===== src/rtl/irq_seq_pkg.sv =====
package irq_seq_pkg;

  localparam int ADDR_W      = 16;
  localparam int CCR_I_BIT   = 4;
  localparam int CCR_X_BIT   = 6;
  localparam int STACK_BYTES = 9;

  typedef enum logic [1:0] {
    ST_IDLE,
    ST_PUSH,
    ST_READ
  } seq_st_t;

  typedef struct packed {
    logic [15:0] pc;
    logic [15:0] iy;
    logic [15:0] ix;
    logic [7:0]  a;
    logic [7:0]  b;
    logic [7:0]  ccr;
  } ctx_t;

  // Stack slot index: 0 is written first (highest address).
  function automatic logic [7:0] get_byte(ctx_t c, logic [3:0] idx);
    case (idx)
      4'd0:    return c.pc[7:0];
      4'd1:    return c.pc[15:8];
      4'd2:    return c.iy[7:0];
      4'd3:    return c.iy[15:8];
      4'd4:    return c.ix[7:0];
      4'd5:    return c.ix[15:8];
      4'd6:    return c.a;
      4'd7:    return c.b;
      default: return c.ccr;
    endcase
  endfunction

  function automatic ctx_t put_byte(ctx_t c, logic [3:0] idx, logic [7:0] v);
    ctx_t r;
    r = c;
    case (idx)
      4'd0:    r.pc[7:0]  = v;
      4'd1:    r.pc[15:8] = v;
      4'd2:    r.iy[7:0]  = v;
      4'd3:    r.iy[15:8] = v;
      4'd4:    r.ix[7:0]  = v;
      4'd5:    r.ix[15:8] = v;
      4'd6:    r.a        = v;
      4'd7:    r.b        = v;
      default: r.ccr      = v;
    endcase
    return r;
  endfunction

endpackage


===== src/rtl/irq_arb.sv =====
module irq_arb
  import irq_seq_pkg::*;
#(
  parameter int               N_TMR    = 3,
  parameter logic [ADDR_W-1:0] VEC_XIRQ = 16'hFFF4,
  parameter logic [ADDR_W-1:0] VEC_SWI  = 16'hFFF6,
  parameter logic [ADDR_W-1:0] VEC_IRQ  = 16'hFFF2,
  parameter logic [ADDR_W-1:0] VEC_TMR0 = 16'hFFEC
) (
  input  logic              clk,
  input  logic              rst,
  input  logic              req_xirq,
  input  logic              req_swi,
  input  logic              req_irq,
  input  logic [N_TMR-1:0]  req_tmr,
  input  logic              mask_i,
  input  logic              mask_x,
  output logic              take,
  output logic              is_xirq,
  output logic [ADDR_W-1:0] vec
);

  logic [ADDR_W-1:0] tvec [N_TMR];

  for (genvar k = 0; k < N_TMR; k++) begin : g_tvec
    assign tvec[k] = VEC_TMR0 - ADDR_W'(2 * k);
  end

  // Later assignments override earlier ones: lowest priority first.
  always_comb begin
    take    = 1'b0;
    is_xirq = 1'b0;
    vec     = '0;
    for (int k = N_TMR - 1; k >= 0; k--) begin
      if (req_tmr[k] && !mask_i) begin
        take = 1'b1;
        vec  = tvec[k];
      end
    end
    if (req_irq && !mask_i) begin
      take = 1'b1;
      vec  = VEC_IRQ;
    end
    if (req_swi) begin
      take = 1'b1;
      vec  = VEC_SWI;
    end
    if (req_xirq && !mask_x) begin
      take    = 1'b1;
      is_xirq = 1'b1;
      vec     = VEC_XIRQ;
    end
  end

  AST_MASKED_ONLY_HIGH: assert property (@(posedge clk) disable iff (rst)
    (take && mask_i) |-> (vec == VEC_XIRQ || vec == VEC_SWI));

  AST_XIRQ_FIRST: assert property (@(posedge clk) disable iff (rst)
    (req_xirq && !mask_x) |-> (is_xirq && vec == VEC_XIRQ));

  AST_SWI_NEVER_MASKED: assert property (@(posedge clk) disable iff (rst)
    req_swi |-> take);

endmodule


===== src/rtl/irq_seq_ctl.sv =====
module irq_seq_ctl
  import irq_seq_pkg::*;
(
  input  logic              clk,
  input  logic              rst,
  input  logic              boundary,
  input  logic              rti,
  input  logic              take,
  input  logic              is_xirq,
  input  logic [ADDR_W-1:0] vec,
  input  ctx_t              snap,
  input  logic [ADDR_W-1:0] sp_in,
  input  logic [7:0]        mem_rdata,
  output logic [ADDR_W-1:0] mem_addr,
  output logic              mem_we,
  output logic [7:0]        mem_wdata,
  output logic              busy,
  output logic              done,
  output ctx_t              out_ctx,
  output logic [ADDR_W-1:0] out_sp
);

  localparam logic [3:0] LAST_IDX = 4'(STACK_BYTES - 1);
  localparam logic [3:0] N_POP    = 4'(STACK_BYTES);
  localparam logic [3:0] N_VEC    = 4'd2;

  seq_st_t           st;
  logic [3:0]        cnt;
  logic [3:0]        rd_slot;
  logic              rd_vld;
  logic              pop_mode;
  logic              set_x;
  ctx_t              ctx;
  logic [ADDR_W-1:0] sp_w;
  logic [ADDR_W-1:0] rd_base;

  logic [3:0] n_rd;
  logic [3:0] cap_idx;
  ctx_t       ctx_nx;

  always_comb begin
    n_rd    = pop_mode ? N_POP : N_VEC;
    cap_idx = pop_mode ? (LAST_IDX - rd_slot) : (4'd1 - rd_slot);
    ctx_nx  = rd_vld ? put_byte(ctx, cap_idx, mem_rdata) : ctx;
  end

  always_ff @(posedge clk) begin
    if (rst) begin
      st        <= ST_IDLE;
      cnt       <= '0;
      rd_slot   <= '0;
      rd_vld    <= 1'b0;
      pop_mode  <= 1'b0;
      set_x     <= 1'b0;
      ctx       <= '0;
      sp_w      <= '0;
      rd_base   <= '0;
      mem_addr  <= '0;
      mem_we    <= 1'b0;
      mem_wdata <= '0;
      busy      <= 1'b0;
      done      <= 1'b0;
      out_ctx   <= '0;
      out_sp    <= '0;
    end else begin
      done <= 1'b0;
      unique case (st)
        ST_IDLE: begin
          if (boundary && rti) begin
            st       <= ST_READ;
            busy     <= 1'b1;
            pop_mode <= 1'b1;
            cnt      <= '0;
            rd_vld   <= 1'b0;
            ctx      <= snap;
            sp_w     <= sp_in;
            mem_addr <= sp_in + ADDR_W'(1);
          end else if (boundary && take) begin
            st        <= ST_PUSH;
            busy      <= 1'b1;
            pop_mode  <= 1'b0;
            set_x     <= is_xirq;
            cnt       <= '0;
            ctx       <= snap;
            sp_w      <= sp_in;
            rd_base   <= vec;
            mem_addr  <= sp_in;
            mem_we    <= 1'b1;
            mem_wdata <= get_byte(snap, 4'd0);
          end
        end
        ST_PUSH: begin
          if (cnt != LAST_IDX) begin
            cnt       <= cnt + 4'd1;
            mem_addr  <= mem_addr - ADDR_W'(1);
            mem_wdata <= get_byte(ctx, cnt + 4'd1);
          end else begin
            // CCR byte has gone out: only now raise the mask bits.
            ctx.ccr[CCR_I_BIT] <= 1'b1;
            if (set_x) ctx.ccr[CCR_X_BIT] <= 1'b1;
            mem_we   <= 1'b0;
            st       <= ST_READ;
            cnt      <= '0;
            rd_vld   <= 1'b0;
            mem_addr <= rd_base;
          end
        end
        ST_READ: begin
          rd_vld  <= (cnt < n_rd);
          rd_slot <= cnt;
          if (cnt < n_rd) cnt <= cnt + 4'd1;
          if ((cnt + 4'd1) < n_rd) mem_addr <= mem_addr + ADDR_W'(1);
          ctx <= ctx_nx;
          if (rd_vld && rd_slot == n_rd - 4'd1) begin
            st      <= ST_IDLE;
            busy    <= 1'b0;
            done    <= 1'b1;
            rd_vld  <= 1'b0;
            out_ctx <= ctx_nx;
            out_sp  <= pop_mode ? sp_w + ADDR_W'(STACK_BYTES)
                                : sp_w - ADDR_W'(STACK_BYTES);
          end
        end
        default: st <= ST_IDLE;
      endcase
    end
  end

  AST_ACCEPT_AT_BOUNDARY: assert property (@(posedge clk) disable iff (rst)
    $rose(busy) |-> $past(boundary));

  AST_WRITE_ONLY_BUSY: assert property (@(posedge clk) disable iff (rst)
    mem_we |-> busy);

  AST_PUSH_DESCENDS: assert property (@(posedge clk) disable iff (rst)
    (mem_we && $past(mem_we)) |-> (mem_addr == $past(mem_addr) - ADDR_W'(1)));

  AST_ENTRY_MASKED: assert property (@(posedge clk) disable iff (rst)
    (done && !pop_mode) |-> out_ctx.ccr[CCR_I_BIT]);

  AST_RETURN_NO_WRITE: assert property (@(posedge clk) disable iff (rst)
    (busy && pop_mode) |-> !mem_we);

  AST_DONE_PULSE: assert property (@(posedge clk) disable iff (rst)
    done |=> !done);

  AST_DONE_NOT_BUSY: assert property (@(posedge clk) disable iff (rst)
    done |-> !busy);

endmodule


===== src/rtl/irq_seq.sv =====
module irq_seq
  import irq_seq_pkg::*;
#(
  parameter int          N_TMR    = 3,
  parameter logic [15:0] VEC_XIRQ = 16'hFFF4,
  parameter logic [15:0] VEC_SWI  = 16'hFFF6,
  parameter logic [15:0] VEC_IRQ  = 16'hFFF2,
  parameter logic [15:0] VEC_TMR0 = 16'hFFEC
) (
  input  logic             clk,
  input  logic             rst,
  input  logic             insn_boundary,
  input  logic             rti_req,
  input  logic             req_xirq,
  input  logic             req_swi,
  input  logic             req_irq,
  input  logic [N_TMR-1:0] req_tmr,
  input  logic [15:0]      in_pc,
  input  logic [15:0]      in_iy,
  input  logic [15:0]      in_ix,
  input  logic [7:0]       in_acca,
  input  logic [7:0]       in_accb,
  input  logic [7:0]       in_ccr,
  input  logic [15:0]      in_sp,
  output logic [15:0]      mem_addr,
  output logic             mem_we,
  output logic [7:0]       mem_wdata,
  input  logic [7:0]       mem_rdata,
  output logic             busy,
  output logic             done,
  output logic [15:0]      out_pc,
  output logic [15:0]      out_iy,
  output logic [15:0]      out_ix,
  output logic [7:0]       out_acca,
  output logic [7:0]       out_accb,
  output logic [7:0]       out_ccr,
  output logic [15:0]      out_sp
);

  logic        take;
  logic        is_xirq;
  logic [15:0] vec;
  ctx_t        snap;
  ctx_t        res;

  assign snap = '{pc: in_pc, iy: in_iy, ix: in_ix, a: in_acca, b: in_accb, ccr: in_ccr};

  irq_arb #(
    .N_TMR   (N_TMR),
    .VEC_XIRQ(VEC_XIRQ),
    .VEC_SWI (VEC_SWI),
    .VEC_IRQ (VEC_IRQ),
    .VEC_TMR0(VEC_TMR0)
  ) u_arb (
    .clk     (clk),
    .rst     (rst),
    .req_xirq(req_xirq),
    .req_swi (req_swi),
    .req_irq (req_irq),
    .req_tmr (req_tmr),
    .mask_i  (in_ccr[CCR_I_BIT]),
    .mask_x  (in_ccr[CCR_X_BIT]),
    .take    (take),
    .is_xirq (is_xirq),
    .vec     (vec)
  );

  irq_seq_ctl u_ctl (
    .clk      (clk),
    .rst      (rst),
    .boundary (insn_boundary),
    .rti      (rti_req),
    .take     (take),
    .is_xirq  (is_xirq),
    .vec      (vec),
    .snap     (snap),
    .sp_in    (in_sp),
    .mem_rdata(mem_rdata),
    .mem_addr (mem_addr),
    .mem_we   (mem_we),
    .mem_wdata(mem_wdata),
    .busy     (busy),
    .done     (done),
    .out_ctx  (res),
    .out_sp   (out_sp)
  );

  assign out_pc   = res.pc;
  assign out_iy   = res.iy;
  assign out_ix   = res.ix;
  assign out_acca = res.a;
  assign out_accb = res.b;
  assign out_ccr  = res.ccr;

endmodule


===== config.mk =====
export PLATFORM = sky130hd
export DESIGN_NAME = irq_seq
export DESIGN_NICKNAME = d
export VERILOG_FILES = /design/src/rtl/irq_seq_pkg.sv /design/src/rtl/irq_arb.sv /design/src/rtl/irq_seq_ctl.sv /design/src/rtl/irq_seq.sv
export SDC_FILE = /design/constraint.sdc
export NUM_CORES = 1
export LEC_CHECK = 0
export BUFFER_PORTS_ARGS = -buffer_cell sky130_fd_sc_hd__buf_2
export CORE_AREA = 2 2 166 168
export DETAILED_ROUTE_END_ITERATION = 8
export DIE_AREA = 0 0 168 170
export GPL_ROUTABILITY_DRIVEN = 0
export HOLD_SLACK_MARGIN = 0.02
export PLACE_DENSITY = 0.66
export SYNTH_ARGS = -nofsm -noshare
export SYNTH_HDL_FRONTEND = slang
export SYNTH_SLANG_ARGS = --single-unit

===== constraint.sdc =====
create_clock -name clk -period 3.58 [get_ports clk]
set_input_delay 0.537 -clock clk [delete_from_list [all_inputs] [get_ports clk]]
set_output_delay 0.537 -clock clk [all_outputs]
set_load 0.02 [all_outputs]

==> run_results.csv <==
group,metric,value,unit
global_route,grt_pass1_vias,10888,
power,power.internal,5.76,mW
detailed_routing,viasPerCell,6.11,
logic_synthesis,synth_fp_nets,1574,
detailed_routing,postRouteAntennaNets,0,
global_route,grt_pass1_wl,62.1,mm
worst_setup_path,start_kind,"register",
global_route,grt_max_degree,76,
power,p_clk_share,26.3,%
floorplanning,coreArea,26700,um^2
timing,timing.fmax,0.327,GHz
floorplanning,io_pins,221,
final_layout,final_cells,1940,
timing,relSlewSlack,20.6,%
logic_synthesis,avgSynthCellArea,8.26,um^2
clocking,postCtsSetupBuffers,0,
placed_design,place_inst,1894,
global_route,antenna_found_initial,7,
logic_synthesis,netlist_instances,1434,
final_layout,layout.nets,1719,
outcome,outcome,"complete, no violations",
clocking,clock_path_buffers,3,
timing,finalSetupViolCount,0,
worst_hold_path,hold_class,"in2reg",
power,p_per_area,692,nW/um^2
power,switching_power,3.88,mW
worst_setup_path,r2r_cells,8,
clocking,path_clk_slew,0.07,ns
timing,finalSetupTns,0,ns
logic_synthesis,yosysWarnings,0,
power,power_frac_comb,39.7,%
floorplanning,start_util,44.5,%
detailed_routing,drc,0,
placed_design,place_hpwl,28.4,mm
clocking,clk_latency,0.53,ns
global_route,grt-ovfl-total,0,
power,worst_ir_drop_vdd,0.375,mV
detailed_routing,wl_per_cell,20.9,um
clocking,cts-buffers-inserted,24,
worst_setup_path,end_kind,"register",
logic_synthesis,synth-main-ff-cell,"dfxtp_1",
timing,period_needed,3.06,ns
global_route,grt.total_usage,27.3,%
worst_hold_path,worstHoldStart,"in_ccr[0]",
timing,finalHoldViolCount,0,
logic_synthesis,synth_cell_types,70,
worst_setup_path,path_max_fanout,21,
floorplanning,die_h,170,um
clocking,clkSinkCount,221,
worst_setup_path,crit_path_end,"u_ctl.mem_addr[1]",
worst_setup_path,required,4.03,ns
floorplanning,rows,60,
timing,worstMarginPinSlew,1.19,ns
timing,finalClockSkew,0.0152,ns
timing,finalCritPeriodShare,85.4,%
detailed_routing,drtIter0Drc,1358,
worst_setup_path,worst-r2r-setup-slack,0.52,ns
clocking,htree_levels,1,
floorplanning,die_w,168,um
timing,rsz0062_at_grt,"false",
clocking,cts_root_buf,"clkbuf_16",
power,sw_frac_of_total,40.3,%
final_layout,drive_gt1_share,18.8,%
job,maxCapViolations,0,
logic_synthesis,synth_edf_count,0,
logic_synthesis,async_reset_ff_share,0,%
worst_setup_path,startpoint,"u_ctl.cnt[0]",
logic_synthesis,netlist_area,11900,um^2
clocking,post_cts_resized,0,
worst_setup_path,r2r_end,"u_ctl.mem_addr[1]",
clocking,cts_tree,"done",
placed_design,numPortBuffers,220,
power,p_seq_share,34.0,%
power,cellLeakagePower,6.04,nW
timing,drv_slew,0,
logic_synthesis,ys_seq_area_share,37.3,%
worst_setup_path,crit_type,"reg2reg",
detailed_routing,firstDrtPassIters,5,
logic_synthesis,ys_seq_elements,221,
clocking,cts_hold_buf,0,
detailed_routing,num_vias,11858,
worst_setup_path,cp.arrival,3.51,ns
final_layout,area.growth.synth_to_final,17.5,%
detailed_routing,wl,40.6,mm
worst_setup_path,r2r-start,"u_ctl.cnt[0]",
floorplanning,dieArea,28600,um^2
## per-layer routing
| metal | wire, um | GRT usage, % | vias to the layer above | share of wire, % |
|---|---|---|---|---|
| met3 | 3780 | 5.84 | 96 | 9.3 |
| met4 | 1520 | 10.9 | 4 | 3.7 |
| met2 | 17500 | 41.0 | 537 | 43 |
| met1 | 17800 | 38.2 | 5576 | 44 |
| li1 | - | - | 5645 | - |
| met5 | 22 | 0 | - | 0.054 |
## Yosys cell counts, drive strengths merged (4+ instances only)
cell,instances,share of area [%]
a2111oi,12,0.89
a211o,5,0.37
a211oi,31,2.0
a21o,5,0.32
a21oi,113,4.8
a221oi,4,0.30
a222oi,6,0.51
a22o,6,0.44
a22oi,83,5.3
a31oi,9,0.48
a32o,8,0.68
and2,6,0.32
and3,7,0.38
buf,16,0.63
clkbuf,110,3.5
dfxtp,221,37
ha,33,3.5
inv,35,1.1
mux2,7,0.67
mux2i,81,6.8
nand2,102,3.2
nand2b,22,1.2
nand3,35,1.5
nand3b,4,0.25
nand4,9,0.48
nor2,133,4.2
nor3,38,1.6
nor4,14,0.74
o2111ai,5,0.37
o211ai,12,0.76
o21ai,74,3.1
o221ai,6,0.44
o22ai,57,3.0
o2bb2ai,4,0.30
o31ai,16,1.0
or3,10,0.53
or4,8,0.54
xnor2,31,2.3
xor2,13,0.96
## sequential cells by signal (all words and copies together), names as in the netlist
name,cells
u_ctl.ctx,72
u_ctl.out_ctx,72
u_ctl.mem_addr,16
u_ctl.out_sp,16
u_ctl.sp_w,16
u_ctl.mem_wdata,8
u_ctl.rd_base,5
u_ctl.cnt,4
u_ctl.rd_slot,4
u_ctl.st,2
u_ctl.busy,1
u_ctl.done,1
u_ctl.mem_we,1
u_ctl.pop_mode,1
u_ctl.rd_vld,1
u_ctl.set_x,1
## kinds of logic (layout without fill, tap and decap cells)
| kind of cell | count (synthesis) | after routing | synth area share, % |
|---|---|---|---|
| multiplexers | 88 | 88 | 7.51 |
| other | 0 | 5 | 0 |
| flip-flops | 221 | 221 | 37.3 |
| XOR/XNOR | 44 | 44 | 3.25 |
| adder cells (fa/ha/maj) | 34 | 34 | 3.65 |
| buffers and inverters | 161 | 321 | 5.26 |
| AND/OR/NAND/NOR | 403 | 403 | 15.9 |
| AO/OA/AOI/OAI | 483 | 483 | 27.1 |
## worst min-delay path by stage
stage / slack (ns) / cells past startpoint / to
2_1_floorplan: 0.42 / 2 / u_ctl.rd_base[14]
3_3_place_gp: 0.43 / 2 / u_ctl.rd_base[14]
3_5_place_dp: 0.44 / 2 / u_ctl.rd_base[14]
4_1_cts: 0.28 / 3 / u_ctl.ctx[0]
5_1_grt: 0.31 / 3 / u_ctl.ctx[0]
6_report: 0.28 / 3 / u_ctl.ctx[0]
## critical path: stages (launching register included)
cell and delay (ns):
dfxtp_1 0.56, inv_1 0.15, ha_1 0.34, ha_1 0.28
a2111o_1 0.36, a21o_1 0.21, a211o_1 0.58, a311o_1 0.38
a21oi_1 0.13
## layout make-up
class	instances	area (um^2)
fillers	2540	12700
multi-input cells	1052	6830
flip-flops and latches	221	4420
repair buffers	245	1320
clock buffers	33	686
well taps	341	427
inverters	35	131
clock inverters	8	95.1
diodes	5	12.5
## cell usage in the layout (no fill, tap or decap), drive strengths merged, types with 8 or more instances in the layout
cell type  instances
buf              245
dfxtp            221
nor2             133
a21oi            113
nand2            102
a22oi             83
mux2i             81
o21ai             74
o22ai             57
nor3              38
inv               35
nand3             35
ha                33
clkbuf            33
xnor2             31
a211oi            31
nand2b            22
o31ai             16
nor4              14
xor2              13
o211ai            12
a2111oi           12
or3               10
nand4              9
a31oi              9
a32o               8
or4                8
## stage by stage
stage	instance area [um^2]	util, %	setup slack (ns)	power (mW)	hold slack, ns
after detailed placement	13100	49.3	0.548	7.07	0.439
after floorplan	11900	-	0.638	5.99	0.422
after CTS	13900	52.2	0.534	9.60	0.277
after global placement	13100	49.3	0.592	7.00	0.432
after global routing	13900	52.2	0.352	10.2	0.306
final	13900	52.2	0.524	9.64	0.280
## power by group through the flow
stage	clock network (mW)	registers, mW	logic [mW]
6_report	2.54	3.27	3.83
4_1_cts	2.56	3.25	3.79
5_1_grt	2.66	3.31	4.19
2_1_floorplan	0	3.19	2.79
3_5_place_dp	0	3.30	3.77
3_3_place_gp	0	3.29	3.70
(Power assumes the default switching activity.)
